`src/rtl/ptp_clk_pkg.sv`:
```
package ptp_clk_pkg;

    localparam int DATA_W = 32;
    localparam int ADDR_W = 3;

    // control word bit positions (software decodes these)
    localparam int CB_EN    = 0;
    localparam int CB_FINE  = 1;
    localparam int CB_INIT  = 2;
    localparam int CB_UPD   = 3;
    localparam int CB_ADDLD = 5;
    localparam int CB_DEC   = 9;

    localparam logic [DATA_W:0] DEC_LIMIT = 33'd1_000_000_000;
    localparam logic [DATA_W:0] BIN_LIMIT = 33'h0_8000_0000;

    typedef enum logic [ADDR_W-1:0] {
        RA_CTRL   = 3'd0,
        RA_INCR   = 3'd1,
        RA_ADDEND = 3'd2,
        RA_USEC   = 3'd3,
        RA_UWORD  = 3'd4,
        RA_SEC    = 3'd5,
        RA_NSEC   = 3'd6,
        RA_ADDACT = 3'd7
    } reg_addr_e;

    typedef struct packed {
        logic en;
        logic fine;
        logic dec;
    } mode_t;

endpackage

```
`src/rtl/ptp_clk_regs.sv`:
```
module ptp_clk_regs
    import ptp_clk_pkg::*;
#(
    parameter int INC_W   = 8,
    parameter int SUBNS_W = 8,
    parameter int ACC_W   = 32
) (
    input  logic               clk,
    input  logic               rst_n,
    input  logic               ref_tick,
    input  logic               bus_we,
    input  logic [ADDR_W-1:0]  bus_addr,
    input  logic [DATA_W-1:0]  bus_wdata,
    output mode_t              mode_o,
    output logic [INC_W-1:0]   inc_o,
    output logic [SUBNS_W-1:0] subns_o,
    output logic [ACC_W-1:0]   add_shadow_o,
    output logic [ACC_W-1:0]   add_active_o,
    output logic [DATA_W-1:0]  usec_o,
    output logic [DATA_W-1:0]  uword_o,
    output logic               pend_init_o,
    output logic               pend_upd_o,
    output logic               pend_add_o,
    output logic               exec_init_o,
    output logic               exec_upd_o
);

    localparam int SUBNS_LSB = INC_W;

    typedef struct packed {
        mode_t               mode;
        logic [INC_W-1:0]    inc;
        logic [SUBNS_W-1:0]  subns;
        logic [ACC_W-1:0]    add_sh;
        logic [ACC_W-1:0]    add_act;
        logic [DATA_W-1:0]   usec;
        logic [DATA_W-1:0]   uword;
        logic                p_init;
        logic                p_upd;
        logic                p_add;
    } regs_t;

    regs_t q, d;
    logic  wr_ctrl;
    logic  ex_init, ex_upd, ex_add;

    assign wr_ctrl = bus_we && (bus_addr == RA_CTRL);
    assign ex_init = ref_tick && q.p_init;
    assign ex_upd  = ref_tick && q.p_upd && !q.p_init;
    assign ex_add  = ref_tick && q.p_add;

    always_comb begin
        d = q;
        // command bits: a pending bit only clears on execution
        d.p_init = q.p_init ? !ex_init : (wr_ctrl && bus_wdata[CB_INIT]);
        d.p_upd  = q.p_upd  ? !ex_upd  : (wr_ctrl && bus_wdata[CB_UPD]);
        d.p_add  = q.p_add  ? !ex_add  : (wr_ctrl && bus_wdata[CB_ADDLD]);
        if (ex_add) begin
            d.add_act = q.add_sh;
        end
        if (bus_we) begin
            case (bus_addr)
                RA_CTRL: begin
                    d.mode.en   = bus_wdata[CB_EN];
                    d.mode.fine = bus_wdata[CB_FINE];
                    d.mode.dec  = bus_wdata[CB_DEC];
                end
                RA_INCR: begin
                    d.inc   = bus_wdata[INC_W-1:0];
                    d.subns = bus_wdata[SUBNS_LSB +: SUBNS_W];
                end
                RA_ADDEND: d.add_sh = bus_wdata[ACC_W-1:0];
                RA_USEC:   d.usec   = bus_wdata;
                RA_UWORD:  d.uword  = bus_wdata;
                default: ;
            endcase
        end
    end

    always_ff @(posedge clk or negedge rst_n) begin
        if (!rst_n) begin
            q <= '0;
        end else begin
            q <= d;
        end
    end

    assign mode_o       = q.mode;
    assign inc_o        = q.inc;
    assign subns_o      = q.subns;
    assign add_shadow_o = q.add_sh;
    assign add_active_o = q.add_act;
    assign usec_o       = q.usec;
    assign uword_o      = q.uword;
    assign pend_init_o  = q.p_init;
    assign pend_upd_o   = q.p_upd;
    assign pend_add_o   = q.p_add;
    assign exec_init_o  = ex_init;
    assign exec_upd_o   = ex_upd;

endmodule

```
`src/rtl/ptp_addend_acc.sv`:
```
module ptp_addend_acc #(
    parameter int ACC_W = 32
) (
    input  logic             clk,
    input  logic             rst_n,
    input  logic             ref_tick,
    input  logic             run_en,
    input  logic             fine_en,
    input  logic [ACC_W-1:0] addend,
    output logic             carry_o
);

    typedef struct packed {
        logic [ACC_W-1:0] acc;
    } acc_t;

    acc_t         q, d;
    logic [ACC_W:0] sum;
    logic         active;

    assign active = ref_tick && run_en && fine_en;
    assign sum    = {1'b0, q.acc} + {1'b0, addend};

    always_comb begin
        d = q;
        if (active) begin
            d.acc = sum[ACC_W-1:0];
        end
    end

    always_ff @(posedge clk or negedge rst_n) begin
        if (!rst_n) begin
            q <= '0;
        end else begin
            q <= d;
        end
    end

    assign carry_o = active && sum[ACC_W];

endmodule

```
`src/rtl/ptp_time_core.sv`:
```
module ptp_time_core
    import ptp_clk_pkg::*;
#(
    parameter int INC_W = 8
) (
    input  logic              clk,
    input  logic              rst_n,
    input  logic              ref_tick,
    input  mode_t             mode,
    input  logic              acc_carry,
    input  logic [INC_W-1:0]  inc,
    input  logic              exec_init,
    input  logic              exec_upd,
    input  logic [DATA_W-1:0] usec,
    input  logic [DATA_W-1:0] uword,
    output logic [DATA_W-1:0] sec_o,
    output logic [DATA_W-1:0] ns_o
);

    localparam int FLD_W = DATA_W - 1;

    typedef struct packed {
        logic [DATA_W-1:0] sec;
        logic [DATA_W-1:0] ns;
    } time_t;

    time_t           q, d;
    logic [DATA_W:0] limit;
    logic [DATA_W:0] adv_sum;
    logic [DATA_W:0] off_sum;
    logic [DATA_W:0] fld;
    logic            neg;
    logic            step;
    logic [DATA_W-1:0] sec_adj;

    assign limit   = mode.dec ? DEC_LIMIT : BIN_LIMIT;
    assign step    = ref_tick && mode.en && (!mode.fine || acc_carry);
    assign adv_sum = {1'b0, q.ns} + (DATA_W+1)'(inc);
    assign fld     = {2'b00, uword[FLD_W-1:0]};
    assign neg     = uword[DATA_W-1];
    assign off_sum = {1'b0, q.ns} + fld;

    always_comb begin
        d       = q;
        sec_adj = '0;
        if (exec_init) begin
            d.sec = usec;
            d.ns  = {1'b0, uword[FLD_W-1:0]};
        end else if (exec_upd) begin
            if (off_sum >= limit) begin
                d.ns    = DATA_W'(off_sum - limit);
                sec_adj = neg ? '0 : DATA_W'(1);
            end else begin
                d.ns    = off_sum[DATA_W-1:0];
                sec_adj = neg ? '1 : '0;
            end
            d.sec = q.sec + usec + sec_adj;
        end else if (step) begin
            if (adv_sum >= limit) begin
                d.ns  = DATA_W'(adv_sum - limit);
                d.sec = q.sec + DATA_W'(1);
            end else begin
                d.ns  = adv_sum[DATA_W-1:0];
            end
        end
    end

    always_ff @(posedge clk or negedge rst_n) begin
        if (!rst_n) begin
            q <= '0;
        end else begin
            q <= d;
        end
    end

    assign sec_o = q.sec;
    assign ns_o  = q.ns;

endmodule

```
`src/rtl/ptp_sys_clock.sv`:
```
module ptp_sys_clock
    import ptp_clk_pkg::*;
#(
    parameter int INC_W   = 8,
    parameter int SUBNS_W = 8,
    parameter int ACC_W   = 32
) (
    input  logic        clk,
    input  logic        rst_n,
    input  logic        ref_tick,
    input  logic        bus_we,
    input  logic [2:0]  bus_addr,
    input  logic [31:0] bus_wdata,
    output logic [31:0] bus_rdata,
    output logic [31:0] sec_o,
    output logic [31:0] ns_o
);

    mode_t              mode;
    logic [INC_W-1:0]   inc;
    logic [SUBNS_W-1:0] subns;
    logic [ACC_W-1:0]   add_sh;
    logic [ACC_W-1:0]   add_act;
    logic [DATA_W-1:0]  usec;
    logic [DATA_W-1:0]  uword;
    logic               pend_init;
    logic               pend_upd;
    logic               pend_add;
    logic               exec_init;
    logic               exec_upd;
    logic               acc_carry;
    logic               run_en;
    logic               fine_en;
    logic               dec_en;
    logic [DATA_W-1:0]  ctrl_rd;

    assign run_en  = mode.en;
    assign fine_en = mode.fine;
    assign dec_en  = mode.dec;

    ptp_clk_regs #(
        .INC_W   (INC_W),
        .SUBNS_W (SUBNS_W),
        .ACC_W   (ACC_W)
    ) u_regs (
        .clk          (clk),
        .rst_n        (rst_n),
        .ref_tick     (ref_tick),
        .bus_we       (bus_we),
        .bus_addr     (bus_addr),
        .bus_wdata    (bus_wdata),
        .mode_o       (mode),
        .inc_o        (inc),
        .subns_o      (subns),
        .add_shadow_o (add_sh),
        .add_active_o (add_act),
        .usec_o       (usec),
        .uword_o      (uword),
        .pend_init_o  (pend_init),
        .pend_upd_o   (pend_upd),
        .pend_add_o   (pend_add),
        .exec_init_o  (exec_init),
        .exec_upd_o   (exec_upd)
    );

    ptp_addend_acc #(
        .ACC_W (ACC_W)
    ) u_acc (
        .clk      (clk),
        .rst_n    (rst_n),
        .ref_tick (ref_tick),
        .run_en   (run_en),
        .fine_en  (fine_en),
        .addend   (add_act),
        .carry_o  (acc_carry)
    );

    ptp_time_core #(
        .INC_W (INC_W)
    ) u_core (
        .clk       (clk),
        .rst_n     (rst_n),
        .ref_tick  (ref_tick),
        .mode      (mode),
        .acc_carry (acc_carry),
        .inc       (inc),
        .exec_init (exec_init),
        .exec_upd  (exec_upd),
        .usec      (usec),
        .uword     (uword),
        .sec_o     (sec_o),
        .ns_o      (ns_o)
    );

    always_comb begin
        ctrl_rd           = '0;
        ctrl_rd[CB_EN]    = run_en;
        ctrl_rd[CB_FINE]  = fine_en;
        ctrl_rd[CB_INIT]  = pend_init;
        ctrl_rd[CB_UPD]   = pend_upd;
        ctrl_rd[CB_ADDLD] = pend_add;
        ctrl_rd[CB_DEC]   = dec_en;
    end

    always_comb begin
        bus_rdata = '0;
        case (bus_addr)
            RA_CTRL:   bus_rdata = ctrl_rd;
            RA_INCR:   bus_rdata = DATA_W'({subns, inc});
            RA_ADDEND: bus_rdata = DATA_W'(add_sh);
            RA_USEC:   bus_rdata = usec;
            RA_UWORD:  bus_rdata = uword;
            RA_SEC:    bus_rdata = sec_o;
            RA_NSEC:   bus_rdata = ns_o;
            default:   bus_rdata = DATA_W'(add_act);
        endcase
    end

endmodule

```
`config.mk`:
```
export PLATFORM = sky130hd
export DESIGN_NAME = ptp_sys_clock
export DESIGN_NICKNAME = d
export VERILOG_FILES = /design/src/rtl/ptp_clk_pkg.sv /design/src/rtl/ptp_clk_regs.sv /design/src/rtl/ptp_addend_acc.sv /design/src/rtl/ptp_time_core.sv /design/src/rtl/ptp_sys_clock.sv
export SDC_FILE = /design/constraint.sdc
export NUM_CORES = 1
export LEC_CHECK = 0
export BUFFER_PORTS_ARGS = -buffer_cell sky130_fd_sc_hd__buf_2
export CORE_MARGIN = 10
export CORE_UTILIZATION = 50
export CTS_CLUSTER_DIAMETER = 150
export DETAILED_ROUTE_END_ITERATION = 7
export GPL_TIMING_DRIVEN = 0
export HOLD_SLACK_MARGIN = 0.05
export PLACE_DENSITY = 0.68
export SLEW_MARGIN = 15
export SYNTH_ARGS = -nofsm -noshare
export SYNTH_HDL_FRONTEND = slang
export SYNTH_SLANG_ARGS = --single-unit
```
`constraint.sdc`:
```
create_clock -name clk -period 14.25 [get_ports clk]
set_input_delay 1.425 -clock clk [delete_from_list [all_inputs] [get_ports clk]]
set_output_delay 1.425 -clock clk [all_outputs]
set_load 0.03 [all_outputs]
```
==> impl_metrics.toml, run 1 <==
[run_status]
status = "completed"

[yosys]
netlist_area_um2 = 21200
syn_inst = 2397
yosysTopAreaCell = "dfrtp_1"
ys_seq_area_share_pct = 29.0
avgSynthCellArea_um2 = 8.86
synth_top_area_share_pct = 29.0
synthDistinctLibCells = 102
ys_async_sr_fraction_pct = 100
yosys_warnings = 0
synth_area_leaders = "dfrtp_1 29%, ha_1 9.7%, mux2_2 9.1%"
syn_nets = 2605
synth_seq_cells = 246
ys.flop_type = "dfrtp_1"
synth_enable_flop_cells = 0

[final_layout]
seqCellArea_um2 = 6160
fin_cells = 3127
final_cell_mix = "246 x dfrtp_1, 228 x nand2_1, 183 x a21oi_1"
layout_commonest_cell = "dfrtp_1"
synthToLayoutAreaGrowth_pct = 11.6
fillers = 3847
final_nets = 2772
multiInputGateArea_um2 = 14400
post-route-util_pct = 56.5
drive_gt1_share_pct = 16.6

[critical_path]
crit_top_cell = "ha_1"
end_kind = "register"
worst_setup_path_start_kind = "register"
cp.arrival_ps = 11920
crit_required_ps = 14760
critPathMaxFanout = 11
cp_slowest_cell = "o41ai_1"
r2r_cells = 36
crit_type = "reg2reg"
critPathMaxStageDelay_ps = 820
ff2ff_setup_slack_ps = 2840

[drt]
drc = 0
vias = 20500
dr.pass1.iters = 6
highest-signal-layer = "met5"
drt-total-wl_um = 85000
post_drt_via_cell_ratio = 6.56
drtIter0Drc = 1905
antenna_left = 0
wl_met2_um = 39800
avgRoutedWirePerCell_um = 27.2
drt-met1-wl_um = 34400
wl_met3_um = 7200

[placed_design]
place_hpwl_um = 67000
dp.cells = 3071
io_buffers = 133
finalWeightedCongestion = 0.980

[clock_network]
cts_root_buf = "clkbuf_16"
htreeDepth = 1
clockBufferDepth = 3
numCtsBuffers = 30
cts.sinks = 246
ctsResizeCount = 0
post_cts_buffers = 0
insertion_delay_ps = 600
cts.clk_slew.worst_paths_ps = 60
cts_hold_buf = 0
tritoncts = "built"

[timing]
fin_crit_sh_pct = 80.1
tns_ps = 0
rsz0062_at_grt = "false"
worst_pin_slew_ps = 1220
clock_skew_ps = 16.5
min_period_ps = 11410
finalMaxSlewViolations = 0
fmax_ghz = 0.0877
hold_slack_ps = 484
slew_headroom_pct = 18.4
hold_viol_final = 0
setup_violations = 0

[global_route]
grt_max_degree = 100
grt_use_total_pct = 32.5
grt_pass1_vias = 20300
grt_first_pass_wirelength_um = 126000
grt_overflow = 0
antenna_found_initial = 3

[min_path]
min_path_cells = 2
hp-class = "reg2reg"

[floorplan]
pin_count = 135
initial_utilization_pct = 50.6
row_count = 75
die_area_um2 = 51100
dieWidth_um = 226
coreArea_um2 = 41900
die-height_um = 226

[job]
max_cap_viol_count = 0
## routing by layer
layer | vias to the layer above | GRT usage, %
met2 | 943 | 54.1
met1 | 10100 | 40.8
met5 | - | 0
met4 | 2 | 13.6
li1 | 9310 | -
met3 | 178 | 5.59
## registers in the layout (all words and copies together) (netlist names)
register	flops
u_regs.mode_o	3
u_regs.inc_o	8
u_regs.uword_o	32
u_regs.subns_o	8
u_regs.add_shadow_o	32
u_core.ns_o	32
u_regs.add_active_o	32
u_regs.pend_init_o	1
u_regs.usec_o	32
u_acc.q	32
u_regs.pend_add_o	1
u_regs.pend_upd_o	1
u_core.sec_o	32
## logic make-up (layout without fill, tap and decap cells)
kind of cell    count (synthesis)  count (layout)  synth area share (%)
compound gates                779             779                  24.7
simple gates                  672             672                  15.2
flops                         246             246                  29.0
mux                           201             201                  10.8
fa+ha+maj                     169             169                  10.1
xor+xnor                      166             166                  6.95
buf+inv                       164             354                  3.21
other cells                     0               1                     0
## cell usage after synthesis (13+ instances only)
master    instances
xor2_1           85
and2_1           18
o21a_1           23
a221oi_1         13
nor2b_1          25
nand2b_1         26
mux2i_1          24
o31ai_1          38
o22ai_1          23
a21oi_1         183
a21o_1           82
ha_1            164
o211ai_1         15
mux2_2          171
nor2_1          160
nand3_1          52
o21ai_0         158
buf_1            18
a22oi_1          28
a22o_1           16
nor3_1           46
inv_1            39
a31oi_1          30
xnor2_1          78
clkbuf_1         89
nand2_1         228
a211oi_1         38
o221ai_1         21
and3_1           24
dfrtp_1         246
nand4_1          24
## worst paths after layout
path / from / end
setup / recovery: u_core.ns_o[6]$_DFFE_PN0P_ / u_core.sec_o[31]$_DFFE_PN0P_
hold / removal: u_acc.q[2]$_DFFE_PN0P_ / u_acc.q[2]$_DFFE_PN0P_
setup reg to reg: u_core.ns_o[6]$_DFFE_PN0P_ / u_core.sec_o[31]$_DFFE_PN0P_
hold reg to reg: u_acc.q[2]$_DFFE_PN0P_ / u_acc.q[2]$_DFFE_PN0P_
max in group asynchronous: rst_n / u_core.ns_o[31]$_DFFE_PN0P_
min in group asynchronous: rst_n / u_acc.q[4]$_DFFE_PN0P_
## through the flow
| stage | area [um2] | setup WS, ps |
|---|---|---|
| 2_1_floorplan | 21200 | 6030 |
| 3_3_place_gp | 22600 | 3160 |
| 3_5_place_dp | 22600 | 3110 |
| 4_1_cts | 23700 | 3050 |
| 5_1_grt | 23700 | 2170 |
| 6_report | 23700 | 2840 |
## final cells by class
class	count	share of cell area, %
inverters	39	0.617
plain buffers	125	2.26
clock buffers	39	3.48
multi-input cells	1987	60.8
repair buffers	135	3.08
clock inverters	16	0.981
diodes	1	0.0106
flip-flops and latches	246	26.0
well taps	539	2.84
## critical path, delay by kind of cell (launching register included)
family                     cells  cell delay (ps)
AOI/OAI and AO/OA             17             5790
buffers and inverters          5             1820
DFF                            1              520
xor gates and xnor gates       3              520
muxes                          1              280
adders and majority gates      6             1660
and+or+nand+nor                4              710
Power of run 1 is left out: the tool's default activity adds up to more than one toggle a clock period on the data nets, which glitch-free logic cannot reach.
==> inputs of run 2 (changes only) <==
PLACE_DENSITY = 0.7   (was 0.68)
clock period = 9.2 ns   (was 14.25 ns; I/O delays follow)
==> impl_metrics.toml, run 2 (synthesis results as in run 1) <==
[final_layout]
synthToLayoutAreaGrowth_pct = 12.6
final_nets = 2772
stdcell_area_um2 = 23900
drive_gt1_share_pct = 17.4
final_cell_mix = "245 x dfrtp_1, 228 x nand2_1, 182 x a21oi_1"
layout_commonest_cell = "dfrtp_1"
fillers = 3709

[critical_path]
startpoint = "u_regs.uword_o[10]$_DFFE_PN0P_"
r2r_cells = 33
rr_startpoint = "u_regs.uword_o[10]$_DFFE_PN0P_"
critPathMaxFanout = 11
cp_slowest_cell = "dfrtp_1"
crit_top_cell = "ha_1"
crit_required_ps = 9690
crit_path_end = "u_core.sec_o[31]$_DFFE_PN0P_"
worst_setup_path_start_kind = "register"
critPathMaxStageDelay_ps = 520
cp.arrival_ps = 9380
end_kind = "register"
ff2ff_setup_slack_ps = 310
crit_type = "reg2reg"
worstReg2RegEnd = "u_core.sec_o[31]$_DFFE_PN0P_"

[timing]
setup_violations = 0
worst_pin_slew_ps = 1210
slew_headroom_pct = 19.3
fin_crit_sh_pct = 96.6
fmax_ghz = 0.112
setup_ws_ps = 310
finalMaxSlewViolations = 0
hold_viol_final = 0
min_period_ps = 8890
clock_skew_ps = 28.2

[placed_design]
place_hpwl_um = 64300
io_buffers = 133
place_ws_ps = -1790
place_area_um2 = 22600
finalWeightedCongestion = 1.02

[clock_network]
clockBufferDepth = 3
tritoncts = "built"
htreeDepth = 1
cts.sinks = 246
cts_hold_buf = 0
numCtsBuffers = 28
cts.clk_slew.worst_paths_ps = 70
cts_root_buf = "clkbuf_16"
insertion_delay_ps = 590

[drt]
vias = 20600
drc = 0
avgRoutedWirePerCell_um = 26.3
drtIter0Drc = 1941
drt-total-wl_um = 82100
post_drt_via_cell_ratio = 6.59
antenna_left = 0
dr.pass1.iters = 6

[global_route]
antenna_found_initial = 1
grt_first_pass_wirelength_um = 124000
grt_overflow = 0
grt_max_degree = 101
grt_pass1_vias = 20400
grt_use_total_pct = 31.4

[job]
max_cap_viol_count = 0

[run_status]
status = "completed"

[min_path]
hp-class = "in2async"

[floorplan]
dieWidth_um = 226
die_area_um2 = 51100
row_count = 75
die-height_um = 226
coreArea_um2 = 41900
initial_utilization_pct = 50.6
pin_count = 135
==> run 2: changes by cell type in the layout (fill, tap and decap cells not counted), sizes merged <==
cell      delta
buf          +3
bufinv       +4
clkbuf       -3
clkinv       -3
clkinvlp     -3
inv          +1
==> run 2: layout make-up <==
type                            instances  area, um2  share of cell area [%]
Multi-Input combinational cell       1987      14500                    60.7
Antenna cell                            1       2.50                  0.0105
Buffer                                123        546                    2.28
Clock inverter                         15        310                    1.30
Timing Repair Buffer                  139        761                    3.18
Clock buffer                           37        816                    3.41
Inverter                               39        146                   0.612
Sequential cell                       246       6160                    25.7
Tap cell                              539        674                    2.82
==> run 2: what timing repair did <==
action	CTS	global route
pin swaps	3	1
resized for setup	26	14
endpoints found under the setup margin	23	10
buffers inserted	4	0
==> run 2: through the flow <==
step	cells	setup TNS, ps	hold WS, ps	util [%]
2_1_floorplan	2397	0	453	-
3_3_place_gp	3069	-14380	465	53.8
3_5_place_dp	3071	-17490	476	54.0
4_1_cts	3127	0	260	56.9
5_1_grt	3125	-33.3	272	57.0
6_report	3126	0	243	57.0
==> run 2: how the worst min path moves through the flow <==
stage | startpoint | end | slack (ps)
CTS | rst_n | u_acc.q[5]$_DFFE_PN0P_ | 260
finish | rst_n | u_acc.q[5]$_DFFE_PN0P_ | 240
global placement | u_acc.q[8]$_DFFE_PN0P_ | u_acc.q[8]$_DFFE_PN0P_ | 470
global route | rst_n | u_acc.q[5]$_DFFE_PN0P_ | 270
floorplan | u_acc.q[8]$_DFFE_PN0P_ | u_acc.q[8]$_DFFE_PN0P_ | 450
detailed placement | u_acc.q[5]$_DFFE_PN0P_ | u_acc.q[5]$_DFFE_PN0P_ | 480
==> run 2: per-layer routing <==
metal  global-route usage, %  up-vias  routed length, um  share of wire [%]
li1                        -     9308                  -                  -
met5                       0        -                  0                  0
met3                    5.51      231               7600                9.2
met4                    16.1        0               4480                5.5
met1                    38.9    10000              32200                 39
met2                    51.8     1064              37800                 46
==> run 2: critical path: cells and delay by family, from the launching register on <==
family	cells	cell delay, ps
AND/OR/NAND/NOR	3	740
multiplexers	1	280
buffers and inverters	4	1100
flip-flops	1	520
adder cells (fa/ha/maj)	5	1750
AO/OA/AOI/OAI	17	3790
XOR/XNOR	3	600
Power of run 2 is left out for the same reason.
